### config.mk
export PLATFORM = sky130hd
export DESIGN_NAME = int_divider
export DESIGN_NICKNAME = d
export VERILOG_FILES = /design/src/rtl/div_pkg.sv /design/src/rtl/div_prep.sv /design/src/rtl/div_core.sv /design/src/rtl/div_post.sv /design/src/rtl/int_divider.sv
export SDC_FILE = /design/constraint.sdc
export NUM_CORES = 1
export LEC_CHECK = 0
export ABC_CLOCK_PERIOD_IN_PS = 3540
export CORE_ASPECT_RATIO = 0.7
export CORE_MARGIN = 2
export CORE_UTILIZATION = 55
export DETAILED_ROUTE_END_ITERATION = 6
export PLACE_DENSITY = 0.77
export SYNTH_ARGS = -nofsm -noshare
export SYNTH_HDL_FRONTEND = slang
export SYNTH_HIERARCHICAL = 1
export SYNTH_SLANG_ARGS = --single-unit
### constraint.sdc
create_clock -name clk_i -period 3.54 [get_ports clk_i]
set_input_delay 0.531 -clock clk_i [delete_from_list [all_inputs] [get_ports clk_i]]
set_output_delay 0.531 -clock clk_i [all_outputs]
set_load 0.02 [all_outputs]
### src/rtl/div_pkg.sv
package div_pkg;
  typedef struct packed {
    logic sgn;     // signed mode
    logic neg_q;   // negate quotient
    logic neg_r;   // negate remainder
    logic hi_big;  // high part >= divisor: quotient needs more than W bits
    logic dz;      // divisor zero
  } div_ctl_t;
endpackage

### src/rtl/div_prep.sv
module div_prep
  import div_pkg::*;
#(
  parameter int W = 16
) (
  input  logic [2*W-1:0] dividend_i,
  input  logic [W-1:0]   divisor_i,
  input  logic           wide_i,
  input  logic           signed_i,
  output logic [W-1:0]   mag_hi_o,
  output logic [W-1:0]   mag_lo_o,
  output logic [W-1:0]   mag_dvs_o,
  output div_ctl_t       ctl_o
);
  logic [2*W-1:0] ext, mag_dnd;
  logic           dnd_neg, dvs_neg;

  always_comb begin
    if (wide_i) ext = dividend_i;
    else        ext = {{W{signed_i & dividend_i[W-1]}}, dividend_i[W-1:0]};
    dnd_neg   = signed_i & ext[2*W-1];
    dvs_neg   = signed_i & divisor_i[W-1];
    mag_dnd   = dnd_neg ? (~ext + 1'b1) : ext;
    mag_dvs_o = dvs_neg ? (~divisor_i + 1'b1) : divisor_i;
    mag_hi_o  = mag_dnd[2*W-1:W];
    mag_lo_o  = mag_dnd[W-1:0];
    ctl_o.sgn    = signed_i;
    ctl_o.neg_q  = dnd_neg ^ dvs_neg;
    ctl_o.neg_r  = dnd_neg;
    ctl_o.dz     = (divisor_i == '0);
    ctl_o.hi_big = (mag_dnd[2*W-1:W] >= mag_dvs_o);
  end
endmodule

### src/rtl/div_core.sv
module div_core #(
  parameter int W = 16
) (
  input  logic         clk_i,
  input  logic         rst_ni,
  input  logic         load_i,
  input  logic [W-1:0] init_hi_i,
  input  logic [W-1:0] init_lo_i,
  input  logic [W-1:0] dvs_i,
  output logic [W-1:0] rem_o,
  output logic [W-1:0] quo_o,
  output logic         busy_o,
  output logic         done_o
);
  localparam int CW = $clog2(W + 1);

  logic [W-1:0]  rem_q, quo_q, dvs_q;
  logic [CW-1:0] cnt_q;
  logic          busy_q, done_q;
  logic [W:0]    sh;
  logic [W+1:0]  diff;
  logic          borrow;

  // restoring step: shift in next dividend bit, trial subtract
  always_comb begin
    sh     = {rem_q, quo_q[W-1]};
    diff   = {1'b0, sh} - {2'b0, dvs_q};
    borrow = diff[W+1];
  end

  always_ff @(posedge clk_i or negedge rst_ni) begin
    if (!rst_ni) begin
      rem_q  <= '0;
      quo_q  <= '0;
      dvs_q  <= '0;
      cnt_q  <= '0;
      busy_q <= 1'b0;
      done_q <= 1'b0;
    end else begin
      done_q <= 1'b0;
      if (load_i) begin
        rem_q  <= init_hi_i;
        quo_q  <= init_lo_i;
        dvs_q  <= dvs_i;
        cnt_q  <= CW'(W);
        busy_q <= 1'b1;
      end else if (busy_q) begin
        rem_q <= borrow ? sh[W-1:0] : diff[W-1:0];
        quo_q <= {quo_q[W-2:0], ~borrow};
        cnt_q <= cnt_q - 1'b1;
        if (cnt_q == CW'(1)) begin
          busy_q <= 1'b0;
          done_q <= 1'b1;
        end
      end
    end
  end

  assign rem_o  = rem_q;
  assign quo_o  = quo_q;
  assign busy_o = busy_q;
  assign done_o = done_q;
endmodule

### src/rtl/div_post.sv
module div_post
  import div_pkg::*;
#(
  parameter int W = 16
) (
  input  logic [W-1:0] quo_i,
  input  logic [W-1:0] rem_i,
  input  logic [W-1:0] lo_word_i,
  input  div_ctl_t     ctl_i,
  output logic [W-1:0] quotient_o,
  output logic [W-1:0] remainder_o,
  output logic         ovf_o,
  output logic         dz_o
);
  localparam logic [W-1:0] SMAX = {1'b0, {(W-1){1'b1}}};
  localparam logic [W-1:0] SMIN_MAG = {1'b1, {(W-1){1'b0}}};

  logic range_ovf;

  always_comb begin
    range_ovf = ctl_i.sgn & (ctl_i.neg_q ? (quo_i > SMIN_MAG) : (quo_i > SMAX));
    dz_o      = ctl_i.dz;
    ovf_o     = ~ctl_i.dz & (ctl_i.hi_big | range_ovf);
    if (ctl_i.dz || ovf_o) begin
      quotient_o  = '1;
      remainder_o = lo_word_i;
    end else begin
      quotient_o  = ctl_i.neg_q ? (~quo_i + 1'b1) : quo_i;
      remainder_o = ctl_i.neg_r ? (~rem_i + 1'b1) : rem_i;
    end
  end
endmodule

### src/rtl/int_divider.sv
module int_divider
  import div_pkg::*;
#(
  parameter int W = 16
) (
  input  logic           clk_i,
  input  logic           rst_ni,
  input  logic           start_i,
  input  logic           wide_i,
  input  logic           signed_i,
  input  logic [2*W-1:0] dividend_i,
  input  logic [W-1:0]   divisor_i,
  output logic           busy_o,
  output logic           done_o,
  output logic [W-1:0]   quotient_o,
  output logic [W-1:0]   remainder_o,
  output logic           ovf_o,
  output logic           dz_o
);
  logic [W-1:0] mag_hi, mag_lo, mag_dvs, rem, quo, lo_q;
  div_ctl_t     ctl_d, ctl_q;
  logic         accept;

  assign accept = start_i & ~busy_o;

  div_prep #(.W(W)) i_prep (
    .dividend_i (dividend_i),
    .divisor_i  (divisor_i),
    .wide_i     (wide_i),
    .signed_i   (signed_i),
    .mag_hi_o   (mag_hi),
    .mag_lo_o   (mag_lo),
    .mag_dvs_o  (mag_dvs),
    .ctl_o      (ctl_d)
  );

  always_ff @(posedge clk_i or negedge rst_ni) begin
    if (!rst_ni) begin
      ctl_q <= '0;
      lo_q  <= '0;
    end else if (accept) begin
      ctl_q <= ctl_d;
      lo_q  <= dividend_i[W-1:0];
    end
  end

  div_core #(.W(W)) i_core (
    .clk_i     (clk_i),
    .rst_ni    (rst_ni),
    .load_i    (accept),
    .init_hi_i (mag_hi),
    .init_lo_i (mag_lo),
    .dvs_i     (mag_dvs),
    .rem_o     (rem),
    .quo_o     (quo),
    .busy_o    (busy_o),
    .done_o    (done_o)
  );

  div_post #(.W(W)) i_post (
    .quo_i       (quo),
    .rem_i       (rem),
    .lo_word_i   (lo_q),
    .ctl_i       (ctl_q),
    .quotient_o  (quotient_o),
    .remainder_o (remainder_o),
    .ovf_o       (ovf_o),
    .dz_o        (dz_o)
  );
endmodule

# Yosys cells after proc, flatten, opt, wreduce, memory -nomap -nowiden
# Cells that the tools add are included.
[classes]
add_sub_neg = 6
n_mul = 0
div = 0
n_lt_le_gt_ge = 3
eq_ne = 1
shifts = 0
mux = 21
bitwise_logic = 15
n_reduce_logical = 3
[op_table]
columns = ["cell", "count"]
rows = [
  ["$mux 16", 10],
  ["$mux 32", 2],
  ["$add 16x1->16 const B", 3],
  ["$not 16->16", 3],
  ["$add 32x1->32 const B", 1],
  ["$not 32->32", 1],
  ["$sub 17x16->18", 1],
  ["$ge 16x16->1", 1],
  ["$gt 16x15->1 const B", 1],
  ["$gt 16x16->1 const B", 1],
  ["$logic_not 16->1", 1],
  ["$mux 5", 2],
  ["$mux 1", 7],
  ["$and 1x1->1", 6],
  ["$eq 5x1->1 const B", 1],
  ["$sub 5x1->5 const B", 1],
  ["$not 1->1", 3],
  ["$reduce_bool 2->1", 1],
  ["$logic_or 1x1->1", 1],
  ["$or 1x1->1", 1],
  ["$xor 1x1->1", 1],
]
[totals]
reg_bits = 76
latchBits = 0
ramBits = 0
mem_bits_ro = 0
out_inout_bits = 36
word_cells = 61
n_memories = 0

# Longest topological paths before layout
# Gate-level depths: netlist (run 1).
[logic_depth]
depth_word = 7
depth_mapped = 14
ltp_nobuf = 14

# Modules after synthesis
# The synthesis (run 1) kept the hierarchy.
[modules_own_cells]
columns = ["module", "n_inst", "cells_each", "area_per_inst_um2"]
rows = [
  ["div_core", 1, 366, 3334.4],
  ["div_prep", 1, 263, 1776.7],
  ["div_post", 1, 130, 969.7],
  ["int_divider", 1, 45, 798.3],
]

# Worst setup path after synthesis (run 1)
# No wires, ideal clock.
[synth_timing]
path_kind = "in2reg"
startpoint = "input port dividend_i[1]"
endpoint = "register ctl_q[1] (netlist bit)"
setup_ns = 0.125
arrival_ns = 3.017
t_required_ns = 3.415
setup_slack_ns = 0.398
path_stages = 11
path_buffers = 0
path_cell_list = "or4_4 -> nor3b_4 -> and3_4 -> nand2b_2 -> xor2_1 -> ha_1 -> a211oi_1 -> o21ai_0 -> a311oi_1 -> o211ai_1 -> mux2_2"
[synth_lines]
columns = ["item", "line_no", "source"]
rows = [
  ["start: declaration", "int_divider.sv:11", "input logic [2*W-1:0] dividend_i,"],
  ["end signal: assignment", "int_divider.sv:42", "ctl_q <= ctl_d;"],
  ["end: declaration", "int_divider.sv:21", "div_ctl_t ctl_d, ctl_q;"],
]

# Final worst setup path (run 1)
[layout_timing]
startpoint = "register i_core.quo_q[8] (netlist: i_core/quo_o[8])"
endpoint = "output port remainder_o[13]"
[layout_between]
elab_chain_cells = 7
elab_cells_between_ends = 8
[layout_rtl]
columns = ["item", "line_no", "source"]
rows = [
  ["start: declaration", "div_core.sv:17", "logic [W-1:0] rem_q, quo_q, dvs_q;"],
  ["start signal: assignment", "div_core.sv:43", "quo_q <= init_lo_i;"],
  ["start signal: assignment", "div_core.sv:49", "quo_q <= {quo_q[W-2:0], ~borrow};"],
  ["$gt 16x15->1 or $gt 16x16->1 (tied branches)", "div_post.sv:21", "range_ovf = ctl_i.sgn & (ctl_i.neg_q ? (quo_i > SMIN_MAG) : (quo_i > SMAX));"],
  ["$mux 1 *", "div_post.sv:21", ""],
  ["$and 1x1->1 *", "div_post.sv:21", ""],
  ["$or 1x1->1 *", "div_post.sv:23", "ovf_o = ~ctl_i.dz & (ctl_i.hi_big | range_ovf);"],
  ["$and 1x1->1 *", "div_post.sv:23", ""],
  ["$logic_or 1x1->1 *", "div_post.sv:24", "if (ctl_i.dz || ovf_o) begin"],
  ["$mux 16 *", "div_post.sv:24", ""],
  ["end: declaration", "int_divider.sv:16", "output logic [W-1:0] remainder_o,"],
]
# Mark *: on every way between the ends. The rest lies on a longest branch, timed or not.

==> results of run 1 <==
power by group through the flow:
stage | Combinational (mW) | Clock [mW] | Sequential, mW
5_1_grt | 6.10 | 1.09 | 1.85
2_1_floorplan | 3.96 | 0 | 1.65
4_1_cts | 5.55 | 1.05 | 1.79
6_report | 5.63 | 1.04 | 1.80
3_5_place_dp | 5.68 | 0 | 1.80
3_3_place_gp | 5.47 | 0 | 1.76
metal layers:
| layer | track usage (%) | up-vias | wire [um] |
|---|---|---|---|
| li1 | - | 3158 | - |
| met1 | 49.25 | 3214 | 9877 |
| met2 | 50.25 | 344 | 9443 |
| met3 | 6.521 | 46 | 2064 |
| met4 | 9.833 | 0 | 520 |
| met5 | 0 | - | 0 |
stage by stage:
stage	setup TNS (ns)	cells
2_1_floorplan	0	804
3_3_place_gp	-0.2414	1112
3_5_place_dp	-0.3057	1112
4_1_cts	0	1134
5_1_grt	-0.04236	1135
6_report	0	1135
critical path: stages, from the launching register on:
cell and delay (ns):
dfrtp_1 0.39, or4_4 0.57, or3_4 0.35, o311a_4 0.37, nor3_4 0.16, buf_6 0.13, buf_12 0.13, mux2_2 0.35
buf_2 0.16
cells by family (layout without fill, tap and decap cells):
kind of cell,after synthesis,after routing,synth area share (%)
adders and majority gates,39,39,7.203
DFF,76,76,27.65
buffers and inverters,88,257,5.893
muxes,69,69,11.29
xor gates and xnor gates,87,87,11.08
AOI/OAI and AO/OA,201,201,17.95
and+or+nand+nor,244,244,18.93
registers in the layout, indices dropped and copies added (netlist names):
name,count
i_core/cnt_q,5
i_core/quo_o,16
lo_q,16
i_core/dvs_q,16
i_core/done_o,1
i_core/busy_o,1
ctl_q,5
i_core/rem_o,16
area by class of cell:
class                      count  area share (%)
sequential                    76           21.49
timing repair buffer         194           17.93
clock inverter                 6           1.060
tap                          162           2.289
inverter                      47           1.992
multi-input combinational    640           52.54
clock buffer                  10           2.699
how the worst min path moves through the flow:
stage,from,to,cells after the start
after global placement,lo_q[0]$_DFFE_PN0P_,lo_q[0]$_DFFE_PN0P_,1
after CTS,rst_ni,i_core/quo_o[5]$_DFFE_PN0P_,1
after floorplan,rst_ni,ctl_q[0]$_DFFE_PN0P_,0
final,rst_ni,i_core/quo_o[4]$_DFFE_PN0P_,1
after global routing,rst_ni,i_core/quo_o[4]$_DFFE_PN0P_,1
after detailed placement,lo_q[13]$_DFFE_PN0P_,lo_q[13]$_DFFE_PN0P_,1
cell usage after synthesis, drive strengths merged (13+ instances only):
| cell type | instances | area [um^2] |
|---|---|---|
| xor2 | 36 | 315.3 |
| nor2 | 48 | 180.2 |
| mux2i | 30 | 300.3 |
| xnor2 | 51 | 446.7 |
| a21oi | 56 | 287.8 |
| nor3 | 16 | 96.35 |
| ha | 38 | 475.5 |
| nand2b | 13 | 83.83 |
| clkbuf | 22 | 83.83 |
| o21ai | 78 | 390.4 |
| nand2 | 94 | 355.3 |
| inv | 47 | 176.4 |
| mux2 | 39 | 476.7 |
| buf | 19 | 145.1 |
| nor3b | 14 | 116.4 |
| dfrtp | 76 | 1902 |
what timing repair did:
action | CTS | global route
pin swaps | 2 | 7
endpoints found under the setup margin | 32 | 33
gates resized for setup | 131 | 24
buffers inserted | 4 | 2
cloned | 2 | 0
==> out/results.ini, run 1 <==
[worst_setup_path]
r2r_setup_slack_ns=0.55
crit_fanout=8
rr_worst_depth=10
worstPathArrival_ns=2.95
endpoint=remainder_o[13]
crit_type=flip-flop to output pin
regToRegEndpoint=i_core/rem_o[9]$_DFFE_PN0P_
cp-end-kind=output pin
cp-startpoint=i_core/quo_o[8]$_DFFE_PN0P_
cp.required_ns=3.01
critPathLaunchType=flip-flop
timing.rr.start=i_core/quo_o[15]$_DFFE_PN0P_

[die]
core_region_area_um2=12290
dieArea_um2=13430
rows=34
die_w_um=137.7
die_h_um=97.57
pin_count=89
start_util_pct=55.95

[place]
port_buffers=88
dpl.hpwl_mm=16.76
pre_cts_ws_ns=-0.3032
place_congestion=0.9456
placed_area_um2=8507

[global_routing]
overflow=0
grt_max_degree=77
grt_antenna_before_repair=0
grt_first_pass_wirelength_mm=35.09
grtUsageTotal_pct=33.70
grt_pass1_vias=6687

[clock_tree]
cts_made_buffers=9
cts_tree=built
clkSinkCount=76
path_clk_slew_ns=0.07
clk_latency_ns=0.34
holdBufCountCts=0
root_buffer=clkbuf_16
clockBufferDepth=2
htree_num_levels=3

[pwr]
switching_share_pct=46.75
leakagePower_nw=4.044
p_comb_share_pct=66.5
switching_power_mw=3.958
max-vdd-ir-drop_v=0.0007571
p_seq_share_pct=21.2
p_total_mw=8.468
clock_power_share_pct=12.3
intPower_mw=4.510
power_density_nw_per_um2=956.2

[route]
ant_nets=0
vias_per_cell=5.958
first_pass_iters=5
drc_errors=0
drt_iter0_markers=519
vias=6762
routedWlPerCell_um=19.30
wl_mm=21.91

[layout]
area_delta_synth_final_pct=28.74
seqCellArea_um2=1903
layout_commonest_cell=buf_4
nets=1060
postLayoutCoreUtil_pct=72.03
layout_common_cells=105 x buf_4, 93 x nand2_1, 75 x dfrtp_1
antennaDiodeCount=0
fin_area_um2=8856
drive_gt1_share_pct=24.15
fillers=961
multi_input_area_um2=4653

[sta]
finClkSkew_ns=0.005837
slew_viol_final=0
slew_headroom_pct=31.63
final.min_clock_period_ns=3.484
fmax_mhz=287.0
layout_setup_ws_ns=0.05565
setup_viol=0
whs_ns=0.3272
tightestPinTransition_ns=1.026
rsz0062_at_grt=true
timing.final.crit_share_pct=98.43
hold_viol=0

[yosys]
synth_nets=896
synth_seq_area_share_pct=27.65
synth-seq-cells=76
synth.cell_area_um2=6879
yosysWarningCount=6
postSynth.asyncResetShare_pct=100.0
synth.distinct_cells=79
synth-edff-count=0
synthCells=804
ys.flop_type=dfrtp_1
synth_area_per_cell_um2=8.556

[status]
status=finished clean

[worst_hold_path]
hold_class=input port to asynchronous set/reset pin

[job]
max_cap_violations=0

Note: power is estimated with default switching activity, not from simulation.
==> run 2, diff against run 1 <==
ABC_CLOCK_PERIOD_IN_PS = 4250   (was 3540)
clock period = 4.25 ns   (was 3.54 ns; I/O delays follow)
==> run 2 against run 1 <==
- clock skew up 0.0017 ns
- clock-buffer cell count unchanged
- first-iteration DRC count down 2.5%
- highest routed layer unchanged
- final area down 6.9%
- worst hold slack better by 0.13 ns
- utilization down 5.0 points
- flip-flop and latch count unchanged
- sequential share of layout area up 1.6 points
- sequential power down 16%
- largest power group unchanged
==> out/results.ini, run 2 (synthesis results as in run 1) <==
[die]
rows=34  ; unchanged
start_util_pct=55.95  ; unchanged
die_w_um=137.7  ; unchanged
core_region_area_um2=12290  ; unchanged
pin_count=89  ; unchanged
die_h_um=97.57  ; unchanged
dieArea_um2=13430  ; unchanged

[global_routing]
grt_antenna_before_repair=0  ; unchanged
grt_max_degree=77  ; unchanged
grt_pass1_vias=5925  ; -11%
grtUsageTotal_pct=31.34  ; -2.4 points
overflow=0  ; unchanged
grt_first_pass_wirelength_mm=32.33  ; -7.9%

[worst_setup_path]
r2r_setup_slack_ns=1.37  ; +0.82 ns
cp.required_ns=3.61  ; +0.60 ns
worstPathArrival_ns=3.40  ; +0.45 ns
crit_fanout=32  ; +24
crit_type=flip-flop to output pin
regToRegEndpoint=i_core/rem_o[1]$_DFFE_PN0P_
rr_worst_depth=10  ; unchanged
cp-end-kind=output pin
timing.rr.start=i_core/rem_o[7]$_DFFE_PN0P_
critPathLaunchType=flip-flop

[sta]
tightestPinTransition_ns=1.006  ; -0.01914 ns
setup_viol=0  ; unchanged
fmax_mhz=247.9
final.min_clock_period_ns=4.034
timing.final.crit_share_pct=94.92
hold_viol=0  ; unchanged
rsz0062_at_grt=false
slew_viol_final=0  ; unchanged
fin_tns_setup_ns=0  ; unchanged
slew_headroom_pct=32.90  ; +1.3 points
finClkSkew_ns=0.007549  ; +0.001712 ns

[layout]
layout_common_cells=93 x nand2_1, 87 x clkdlybuf4s50_1, 75 x dfrtp_1, 75 x o21ai_0, 54 x a21oi_1
antennaDiodeCount=0  ; unchanged
layout_commonest_cell=nand2_1
final_cells=1053  ; -7.2%
area_delta_synth_final_pct=19.83
drive_gt1_share_pct=12.35  ; -12 points
nets=978  ; -7.7%

[clock_tree]
htree_num_levels=3  ; unchanged
clk_latency_ns=0.34  ; about the same
clkSinkCount=76  ; unchanged
cts_made_buffers=9  ; unchanged
post_cts_buffers=0  ; -4
cts_tree=built
path_clk_slew_ns=0.06  ; about the same
clockBufferDepth=2  ; unchanged
holdBufCountCts=0  ; unchanged
post_cts_resized=0  ; -100%
root_buffer=clkbuf_16

[status]
status=finished clean

[job]
max_cap_violations=0  ; unchanged

[pwr]
max-vdd-ir-drop_v=0.0007440  ; -1.7%
clock_power_share_pct=11.6  ; -0.7 points
p_seq_share_pct=21.8  ; +0.6 points
switching_share_pct=45.83  ; -0.92 points
switching_power_mw=3.198  ; -19%
intPower_mw=3.780  ; -16%
p_comb_share_pct=66.6  ; about the same
leakagePower_nw=3.567  ; -12%
power_density_nw_per_um2=846.5  ; -11%

[route]
wl_met1_mm=10.00  ; +1.3%
met2_length_mm=8.316  ; -12%
ant_nets=0  ; unchanged
highest_layer=met4
vias=6372  ; -5.8%
wl_met3_mm=1.777  ; -14%
vias_per_cell=6.051  ; +1.6%
drt_iter0_markers=506  ; -2.5%
first_pass_iters=5  ; unchanged
wl_mm=20.28  ; -7.4%
routedWlPerCell_um=19.26  ; -0.22%
drc_errors=0  ; unchanged

[place]
dpl.hpwl_mm=15.80  ; -5.8%
port_buffers=88  ; unchanged
dp_cells=1037  ; -6.7%
place_congestion=0.9625  ; +1.8%

[worst_hold_path]
hold_class=input port to asynchronous set/reset pin

## run 2: changes by cell type in the layout (fill, tap and decap cells not counted), moves of 3 or more
| cell | change |
|---|---|
| buf_6 | -3 |
| dlymetal6s2s_1 | -3 |
| buf_4 | -81 |
| clkdlybuf4s50_1 | +35 |
| buf_2 | -28 |
## run 2: per-layer routing
metal	vias to the layer above	GRT usage [%]
li1	2996	-
met4	0	5.868
met3	21	6.834
met1	3076	49.19
met5	-	0
met2	279	43.90
## run 2: stage by stage
step                cell area (um^2)  power, mW  worst slack, ns  hold slack [ns]  utilization [%]
floorplan                       6879      4.676            1.001           0.3419                -
global placement                7931      5.949           0.1966           0.4855            64.51
detailed placement              7931      6.100           0.1322           0.4960            64.51
CTS                             8243      6.940           0.2268           0.4973            67.05
global route                    8243      7.444           0.1031           0.5310            67.05
finish                          8243      6.978           0.2158           0.4524            67.05
## run 2: worst max-delay path: stages, from the launching register on
cell             delay [ns]
dfrtp_1                0.44
or4_4                  0.57
or3_4                  0.35
o311a_4                0.37
nor3_4                 0.15
buf_12                 0.23
mux2_2                 0.38
clkdlybuf4s50_1        0.54
## run 2: how the worst max path moves through the flow
| stage | depth (start not counted) | start | to |
|---|---|---|---|
| after CTS | 7 | i_core/quo_o[7]$_DFFE_PN0P_ | remainder_o[1] |
| after detailed placement | 15 | dividend_i[0] | ctl_q[1]$_DFFE_PN0P_ |
| after global routing | 7 | i_core/quo_o[2]$_DFFE_PN0P_ | remainder_o[1] |
| after global placement | 12 | dividend_i[19] | ctl_q[1]$_DFFE_PN0P_ |
| after floorplan | 11 | dividend_i[1] | ctl_q[1]$_DFFE_PN0P_ |
| final | 7 | i_core/quo_o[7]$_DFFE_PN0P_ | remainder_o[1] |
## run 2: layout make-up
type / count / area [um^2]
multi-input combinational: 640 / 4578
fill: 989 / 4051
sequential: 76 / 1903
timing repair buffer: 112 / 1071
clock buffer: 10 / 239.0
tap: 162 / 202.7
inverter: 47 / 176.4
clock inverter: 6 / 72.57
## run 2: power groups by stage
stage,logic [mW],registers (mW),clock network [mW]
2_1_floorplan,3.30,1.38,0
3_3_place_gp,4.44,1.51,0
3_5_place_dp,4.57,1.53,0
4_1_cts,4.61,1.51,0.818
5_1_grt,5.03,1.57,0.843
6_report,4.65,1.52,0.806
